**config.mk**
```make
export PLATFORM = sky130hd
export DESIGN_NAME = nand_prog_seq
export DESIGN_NICKNAME = d
export VERILOG_FILES = /design/src/rtl/nps_pkg.sv /design/src/rtl/nps_byte_writer.sv /design/src/rtl/nps_wait_timer.sv /design/src/rtl/nand_prog_seq.sv
export SDC_FILE = /design/constraint.sdc
export NUM_CORES = 1
export LEC_CHECK = 0
export ABC_CLOCK_PERIOD_IN_PS = 4200
export BUFFER_PORTS_ARGS = -buffer_cell sky130_fd_sc_hd__buf_4
export CAP_MARGIN = 25
export CORE_AREA = 2 2 122 124
export DETAILED_ROUTE_END_ITERATION = 6
export DIE_AREA = 0 0 124 126
export GPL_TIMING_DRIVEN = 0
export PLACE_DENSITY = 0.76
export SLEW_MARGIN = 10
export SYNTH_ARGS = -nofsm -noshare
export SYNTH_HDL_FRONTEND = slang
export SYNTH_SLANG_ARGS = --single-unit
```
**constraint.sdc**
```tcl
create_clock -name clk -period 4.2 [get_ports clk]
set_input_delay 0.21 -clock clk [delete_from_list [all_inputs] [get_ports clk]]
set_output_delay 0.21 -clock clk [all_outputs]
set_load 0.03 [all_outputs]
```
**src/rtl/nps_pkg.sv**
```systemverilog
package nps_pkg;
  typedef enum logic [2:0] {
    SQ_IDLE, SQ_SETUP, SQ_ADDR, SQ_PAY, SQ_AUX, SQ_EXEC, SQ_WAIT
  } seq_state_t;

  typedef enum logic [1:0] {
    WR_IDLE, WR_LOW, WR_HIGH
  } wr_state_t;
endpackage

```
**src/rtl/nps_byte_writer.sv**
```systemverilog
module nps_byte_writer
  import nps_pkg::*;
#(
  parameter int WE_W = 4
) (
  input  logic            clk,
  input  logic            rst_n,
  input  logic            go,
  input  logic [7:0]      byte_in,
  input  logic            cle_in,
  input  logic            ale_in,
  input  logic [WE_W-1:0] low_cycles,
  output logic            free,
  output logic            finished,
  output logic            we_n,
  output logic [7:0]      dq,
  output logic            cle,
  output logic            ale
);
  wr_state_t       st;
  logic [WE_W-1:0] cnt;

  always_ff @(posedge clk or negedge rst_n) begin
    if (!rst_n) begin
      st  <= WR_IDLE;
      cnt <= '0;
      dq  <= '0;
      cle <= 1'b0;
      ale <= 1'b0;
    end else begin
      unique case (st)
        WR_IDLE: if (go) begin
          st  <= WR_LOW;
          cnt <= '0;
          dq  <= byte_in;
          cle <= cle_in;
          ale <= ale_in;
        end
        WR_LOW: begin
          // zero low time behaves as one cycle
          if ({1'b0, cnt} + 1'b1 >= {1'b0, low_cycles}) st <= WR_HIGH;
          else cnt <= cnt + 1'b1;
        end
        WR_HIGH: begin
          st  <= WR_IDLE;
          cle <= 1'b0;
          ale <= 1'b0;
        end
        default: st <= WR_IDLE;
      endcase
    end
  end

  assign free     = (st == WR_IDLE);
  assign finished = (st == WR_HIGH);
  assign we_n     = (st != WR_LOW);

  // bus and latch strobes hold while the write strobe is low
  a_r3_hold_low: assert property (@(posedge clk) disable iff (!rst_n)
    (!we_n && !$past(we_n)) |-> ($stable(dq) && $stable(cle) && $stable(ale)));
  // never command and address latch at once
  a_r3_latch_excl: assert property (@(posedge clk) disable iff (!rst_n)
    !(cle && ale));
endmodule

```
**src/rtl/nps_wait_timer.sv**
```systemverilog
module nps_wait_timer #(
  parameter int TO_W = 16
) (
  input  logic            clk,
  input  logic            rst_n,
  input  logic            clr,
  input  logic            run,
  input  logic [TO_W-1:0] limit,
  output logic            expired
);
  logic [TO_W-1:0] cnt;

  always_ff @(posedge clk or negedge rst_n) begin
    if (!rst_n)   cnt <= '0;
    else if (clr) cnt <= '0;
    else if (run && !expired) cnt <= cnt + 1'b1;
  end

  assign expired = ({1'b0, cnt} + 1'b1 >= {1'b0, limit});
endmodule

```
**src/rtl/nand_prog_seq.sv**
```systemverilog
module nand_prog_seq
  import nps_pkg::*;
#(
  parameter int ADDR_MAX = 5,
  parameter int LEN_W    = 8,
  parameter int WE_W     = 4,
  parameter int TO_W     = 16,
  localparam int AC_W    = $clog2(ADDR_MAX + 1),
  localparam int AB_W    = 8 * ADDR_MAX
) (
  input  logic             clk,
  input  logic             rst_n,
  input  logic             start,
  input  logic [7:0]       cmd_setup,
  input  logic [7:0]       cmd_exec,
  input  logic [AC_W-1:0]  addr_cnt,
  input  logic [AB_W-1:0]  addr_bytes,
  input  logic [LEN_W-1:0] pay_len,
  input  logic [LEN_W-1:0] aux_len,
  input  logic [WE_W-1:0]  we_cycles,
  input  logic [TO_W-1:0]  busy_limit,
  input  logic             pay_valid,
  input  logic [7:0]       pay_data,
  output logic             pay_ready,
  input  logic             aux_valid,
  input  logic [7:0]       aux_data,
  output logic             aux_ready,
  input  logic             nand_rb,
  output logic             nand_cle,
  output logic             nand_ale,
  output logic             nand_we_n,
  output logic [7:0]       nand_dq,
  output logic             ecc_en,
  output logic             busy,
  output logic             done,
  output logic             timeout
);
  seq_state_t       state;
  logic [LEN_W-1:0] cnt;
  logic [7:0]       setup_q, exec_q;
  logic [AC_W-1:0]  acnt_q;
  logic [AB_W-1:0]  addr_q;
  logic [LEN_W-1:0] plen_q, alen_q;
  logic [WE_W-1:0]  we_q;
  logic [TO_W-1:0]  lim_q;

  logic       w_go, w_cle, w_ale, w_free, w_fin;
  logic [7:0] w_byte;
  logic       t_clr, t_exp;
  logic       last_byte;

  // byte source selection for the writer
  always_comb begin
    w_go      = 1'b0;
    w_byte    = '0;
    w_cle     = 1'b0;
    w_ale     = 1'b0;
    pay_ready = 1'b0;
    aux_ready = 1'b0;
    unique case (state)
      SQ_SETUP: begin w_go = w_free; w_byte = setup_q; w_cle = 1'b1; end
      SQ_ADDR: begin
        w_go   = w_free;
        w_byte = 8'(addr_q >> {cnt, 3'b000});
        w_ale  = 1'b1;
      end
      SQ_PAY: begin pay_ready = w_free; w_go = w_free && pay_valid; w_byte = pay_data; end
      SQ_AUX: begin aux_ready = w_free; w_go = w_free && aux_valid; w_byte = aux_data; end
      SQ_EXEC: begin w_go = w_free; w_byte = exec_q; w_cle = 1'b1; end
      default: ;
    endcase
  end

  always_comb begin
    unique case (state)
      SQ_ADDR: last_byte = ({{(LEN_W-AC_W){1'b0}}, acnt_q} <= cnt + 1'b1);
      SQ_PAY:  last_byte = (plen_q <= cnt + 1'b1);
      SQ_AUX:  last_byte = (alen_q <= cnt + 1'b1);
      default: last_byte = 1'b1;
    endcase
  end

  always_ff @(posedge clk or negedge rst_n) begin
    if (!rst_n) begin
      state   <= SQ_IDLE;
      cnt     <= '0;
      setup_q <= '0;
      exec_q  <= '0;
      acnt_q  <= '0;
      addr_q  <= '0;
      plen_q  <= '0;
      alen_q  <= '0;
      we_q    <= '0;
      lim_q   <= '0;
      done    <= 1'b0;
      timeout <= 1'b0;
    end else begin
      done    <= 1'b0;
      timeout <= 1'b0;
      unique case (state)
        SQ_IDLE: if (start) begin
          setup_q <= cmd_setup;
          exec_q  <= cmd_exec;
          acnt_q  <= addr_cnt;
          addr_q  <= addr_bytes;
          plen_q  <= pay_len;
          alen_q  <= aux_len;
          we_q    <= we_cycles;
          lim_q   <= busy_limit;
          cnt     <= '0;
          state   <= SQ_SETUP;
        end
        SQ_SETUP: if (w_fin) state <= SQ_ADDR;
        SQ_ADDR, SQ_PAY, SQ_AUX: if (w_fin) begin
          if (last_byte) begin
            cnt   <= '0;
            state <= (state == SQ_ADDR) ? SQ_PAY :
                     (state == SQ_PAY)  ? SQ_AUX : SQ_EXEC;
          end else begin
            cnt <= cnt + 1'b1;
          end
        end
        SQ_EXEC: if (w_fin) state <= SQ_WAIT;
        SQ_WAIT: begin
          if (nand_rb) begin
            done  <= 1'b1;
            state <= SQ_IDLE;
          end else if (t_exp) begin
            timeout <= 1'b1;
            state   <= SQ_IDLE;
          end
        end
        default: state <= SQ_IDLE;
      endcase
    end
  end

  assign t_clr  = (state != SQ_WAIT);
  assign ecc_en = (state == SQ_PAY) || (state == SQ_AUX);
  assign busy   = (state != SQ_IDLE);

  nps_byte_writer #(.WE_W(WE_W)) u_writer (
    .clk(clk), .rst_n(rst_n), .go(w_go), .byte_in(w_byte),
    .cle_in(w_cle), .ale_in(w_ale), .low_cycles(we_q),
    .free(w_free), .finished(w_fin), .we_n(nand_we_n),
    .dq(nand_dq), .cle(nand_cle), .ale(nand_ale)
  );

  nps_wait_timer #(.TO_W(TO_W)) u_timer (
    .clk(clk), .rst_n(rst_n), .clr(t_clr), .run(state == SQ_WAIT),
    .limit(lim_q), .expired(t_exp)
  );

  // encoder enable never overlaps a command or address strobe
  a_r4_ecc_data_only: assert property (@(posedge clk) disable iff (!rst_n)
    ecc_en |-> (!nand_cle && !nand_ale));
  // only one source can be offered a transfer
  a_r5_one_source: assert property (@(posedge clk) disable iff (!rst_n)
    !(pay_ready && aux_ready));
  // outcomes exclusive and single-cycle
  a_r7_one_outcome: assert property (@(posedge clk) disable iff (!rst_n)
    $onehot0({done, timeout}));
  a_r7_done_pulse: assert property (@(posedge clk) disable iff (!rst_n)
    done |=> !done);
  // a timeout only follows a busy sample
  a_r8_timeout_busy: assert property (@(posedge clk) disable iff (!rst_n)
    timeout |-> !$past(nand_rb));
  // busy is released together with the outcome
  a_r10_release: assert property (@(posedge clk) disable iff (!rst_n)
    (done || timeout) |-> !busy);
endmodule

```
==> impl_metrics.yaml <==
status:
  status: "completed"
sta:
  worst_pin_slew_ns: 0.926
  rsz0062_at_grt: "no"
  min_period_ns: 3.69
  fin_hold_ws_ns: 0.0145
  slew_headroom_pct: 37.8
  slew_violations: 0
  timing.fmax_mhz: 271
  skew_ns: 0.0104
  setup_viol: 0
  hold_violations: 0
  fin_crit_sh_pct: 87.9
  finalSetupTns_ns: 0
worst_setup_path:
  startpoint: "u_timer.cnt[0]"
  path_cells: "ha_1, and3_4, nand3_4, or2_0, clkbuf_1, nor2_1, xor2_1, ha_1, nand3_1, nor2_1, a221oi_1, nand4_4, o311ai_4, mux2_4"
  reg2reg_from: "u_timer.cnt[0]"
  cp_max_fo: 7
  cp.arrival_ns: 4.00
  path_buf_inv: 1
  crit_path_end_kind: "flop"
  startpoint_type: "flop"
  cp.required_ns: 4.50
  criticalPathCategory: "flop to flop"
  cp_top_family: "simple AND/OR/NAND/NOR gates"
  slowest_stage: "a221oi_1"
  cpPeakStageDelay_ns: 0.41
final_layout:
  max_flop_register: "addr_q"
  layout.nets: 1028
  top_regs: "addr_q: 40 flops, lim_q: 16 flops, u_timer.cnt: 16 flops"
  largest_register_ffs: 40
  num_antenna_cells: 0
  n_fill_cell: 1094
  drive_gt1_share_pct: 31.7
  multiInputGateArea_um2: 3670
  area_growth_syn_to_layout_pct: 26.8
  seqCellArea_um2: 3500
floorplanning:
  die-area_um2: 15600
  die_x_um: 124
  initial_core_util_pct: 52.3
  rows: 44
  ios: 134
  die_h_um: 126
  core-area_um2: 14300
cts:
  clk_pin_slew_worst_paths_ns: 0.06
  cts_buffers: 17
  cts_tree: "yes"
  clk_latency_ns: 0.42
  cts_max_path_buffers: 2
  cts_max_level: 4
  clock-sinks: 140
  cts-root-buf: "clkbuf_16"
logic_synthesis:
  synth-compound-area-share_pct: 11.5
  syn_inst: 696
  yosys.area_share.simple_pct: 12.2
  netlist_area_um2: 7490
  synth_area_leaders: "dfrtp_1 (47%), mux2_2 (11%), ha_1 (7.0%)"
  ys.flop_type: "dfrtp_1"
  ys_ff_latch: 140
  syn_nets: 855
  synth_xor_area_share_pct: 2.81
  synth_top_cell_by_area: "dfrtp_1"
  synth_edf_count: 0
  synth_top_family_by_area: "multiplexers"
  synth-adder-area-share_pct: 7.02
  yosysUniqueCellTypes: 61
  postSynthAreaPerCell_um2: 10.8
  synthMuxAreaShare_pct: 15.4
  async_flop_share_pct: 100
  synth_most_common_cell: "dfrtp_1"
  synth_top_area_share_pct: 46.8
  synth_seq_area_share_pct: 46.8
  synth_common_cells: "dfrtp_1 (140), mux2_2 (76), nand2_1 (66)"
  ys_warn_count: 0
detailed_routing:
  drc_errors: 0
  ant_nets: 0
  drt-initial-drc-count: 328
  num_vias: 6071
  wl_per_cell_um: 17.9
  drt_first_pass_iters: 5
  via_per_inst: 5.70
  wirelength_um: 19100
grt:
  gr-total-overflow: 0
  antenna_found_initial: 0
  grt_pass1_vias: 6269
  track_usage_pct: 25.7
  grt_max_degree: 72
  grt_pass1_wl_um: 30900
place:
  io_buffers: 133
  gp_congestion: 0.870
  hpwl_um: 13900
power_and_ir_drop:
  p_leak_nw: 4.30
  ir_worst_vdd_mv: 0.353
  power_density_nw_per_um2: 668
min_path:
  hold_path.class: "input port to flop"
  min-delay-start: "busy_limit[15]"
run:
  drv_cap: 0
[layer usage]
layer,track usage (%),share of wire (%)
met5,0,0
met1,33.7,43
met3,5.75,5.7
met4,8.20,1.5
met2,42.3,50
[final timing paths]
path	depth (start not counted)	endpoint	slack, ns
min in group asynchronous	2	plen_q[5]	0.38
max	14	state[1]	0.51
min reg2reg	1	addr_q[16]	0.50
max in group asynchronous	3	exec_q[3]	3.04
min	3	lim_q[15]	0.01
max reg2reg	14	state[1]	0.51
[kinds of logic after synthesis]
family,after synthesis
AND/OR/NAND/NOR,178
AO/OA/AOI/OAI,145
flip-flops,140
adder cells (fa/ha/maj),42
XOR/XNOR,24
buffers and inverters,73
multiplexers,94
[repair_timing]
item / CTS / global route
resized for setup: 0 / 0
hold buffers: 20 / 0
endpoints found under the hold margin: 88 / 0
setup buffers: 0 / 0
[where the power goes]
| part | internal, mW | leakage, nW | switching, mW |
|---|---|---|---|
| Combinational | 1.28 | 2.30 | 1.45 |
| Clock | 0.855 | 0.259 | 0.544 |
| Sequential | 1.91 | 1.74 | 0.307 |
[layout make-up]
class / count / area share [%]
Buffer: 33 / 1.77
Inverter: 40 / 1.58
Tap cell: 184 / 2.42
Multi-Input combinational cell: 483 / 38.6
Clock buffer: 25 / 5.11
Timing Repair Buffer: 154 / 13.0
Sequential cell: 140 / 36.9
Clock inverter: 6 / 0.659
[tightest hold or removal path: stages]
cell,delay (ns)
buf_4,0.08
nand2_1,0.03
o21ai_0,0.07
[per-stage QoR]
stage | util, % | total power [mW] | area [um^2] | setup WS, ns | cells
after CTS | 66.3 | 6.37 | 9500 | 0.533 | 1065
after global placement | 60.9 | 4.77 | 8720 | 0.620 | 1013
after floorplan | - | 4.10 | 7490 | 0.895 | 696
after global routing | 66.3 | 6.80 | 9500 | 0.263 | 1065
final | 66.3 | 6.35 | 9500 | 0.507 | 1065
after detailed placement | 61.1 | 4.93 | 8750 | 0.561 | 1014
[cell usage in the layout, fill, tap and decap left out, types with 4 or more instances in the layout]
| master | n |
|---|---|
| nand2_1 | 66 |
| o21ai_1 | 9 |
| mux4_2 | 8 |
| ha_1 | 42 |
| nor3_1 | 6 |
| clkbuf_1 | 16 |
| nor2b_1 | 9 |
| buf_4 | 135 |
| mux2i_1 | 7 |
| o22ai_1 | 6 |
| nor2_1 | 22 |
| nand2b_1 | 10 |
| nand4_1 | 8 |
| o31ai_1 | 7 |
| mux2_2 | 76 |
| xnor2_1 | 17 |
| a21o_1 | 4 |
| a21oi_1 | 39 |
| buf_2 | 14 |
| or3_1 | 14 |
| xor2_1 | 7 |
| clkbuf_16 | 17 |
| dfrtp_1 | 140 |
| nand3_1 | 22 |
| dlygate4sd3_1 | 20 |
| a22oi_1 | 9 |
| inv_1 | 39 |
| o21ai_0 | 51 |
(Power assumes the default switching activity.)
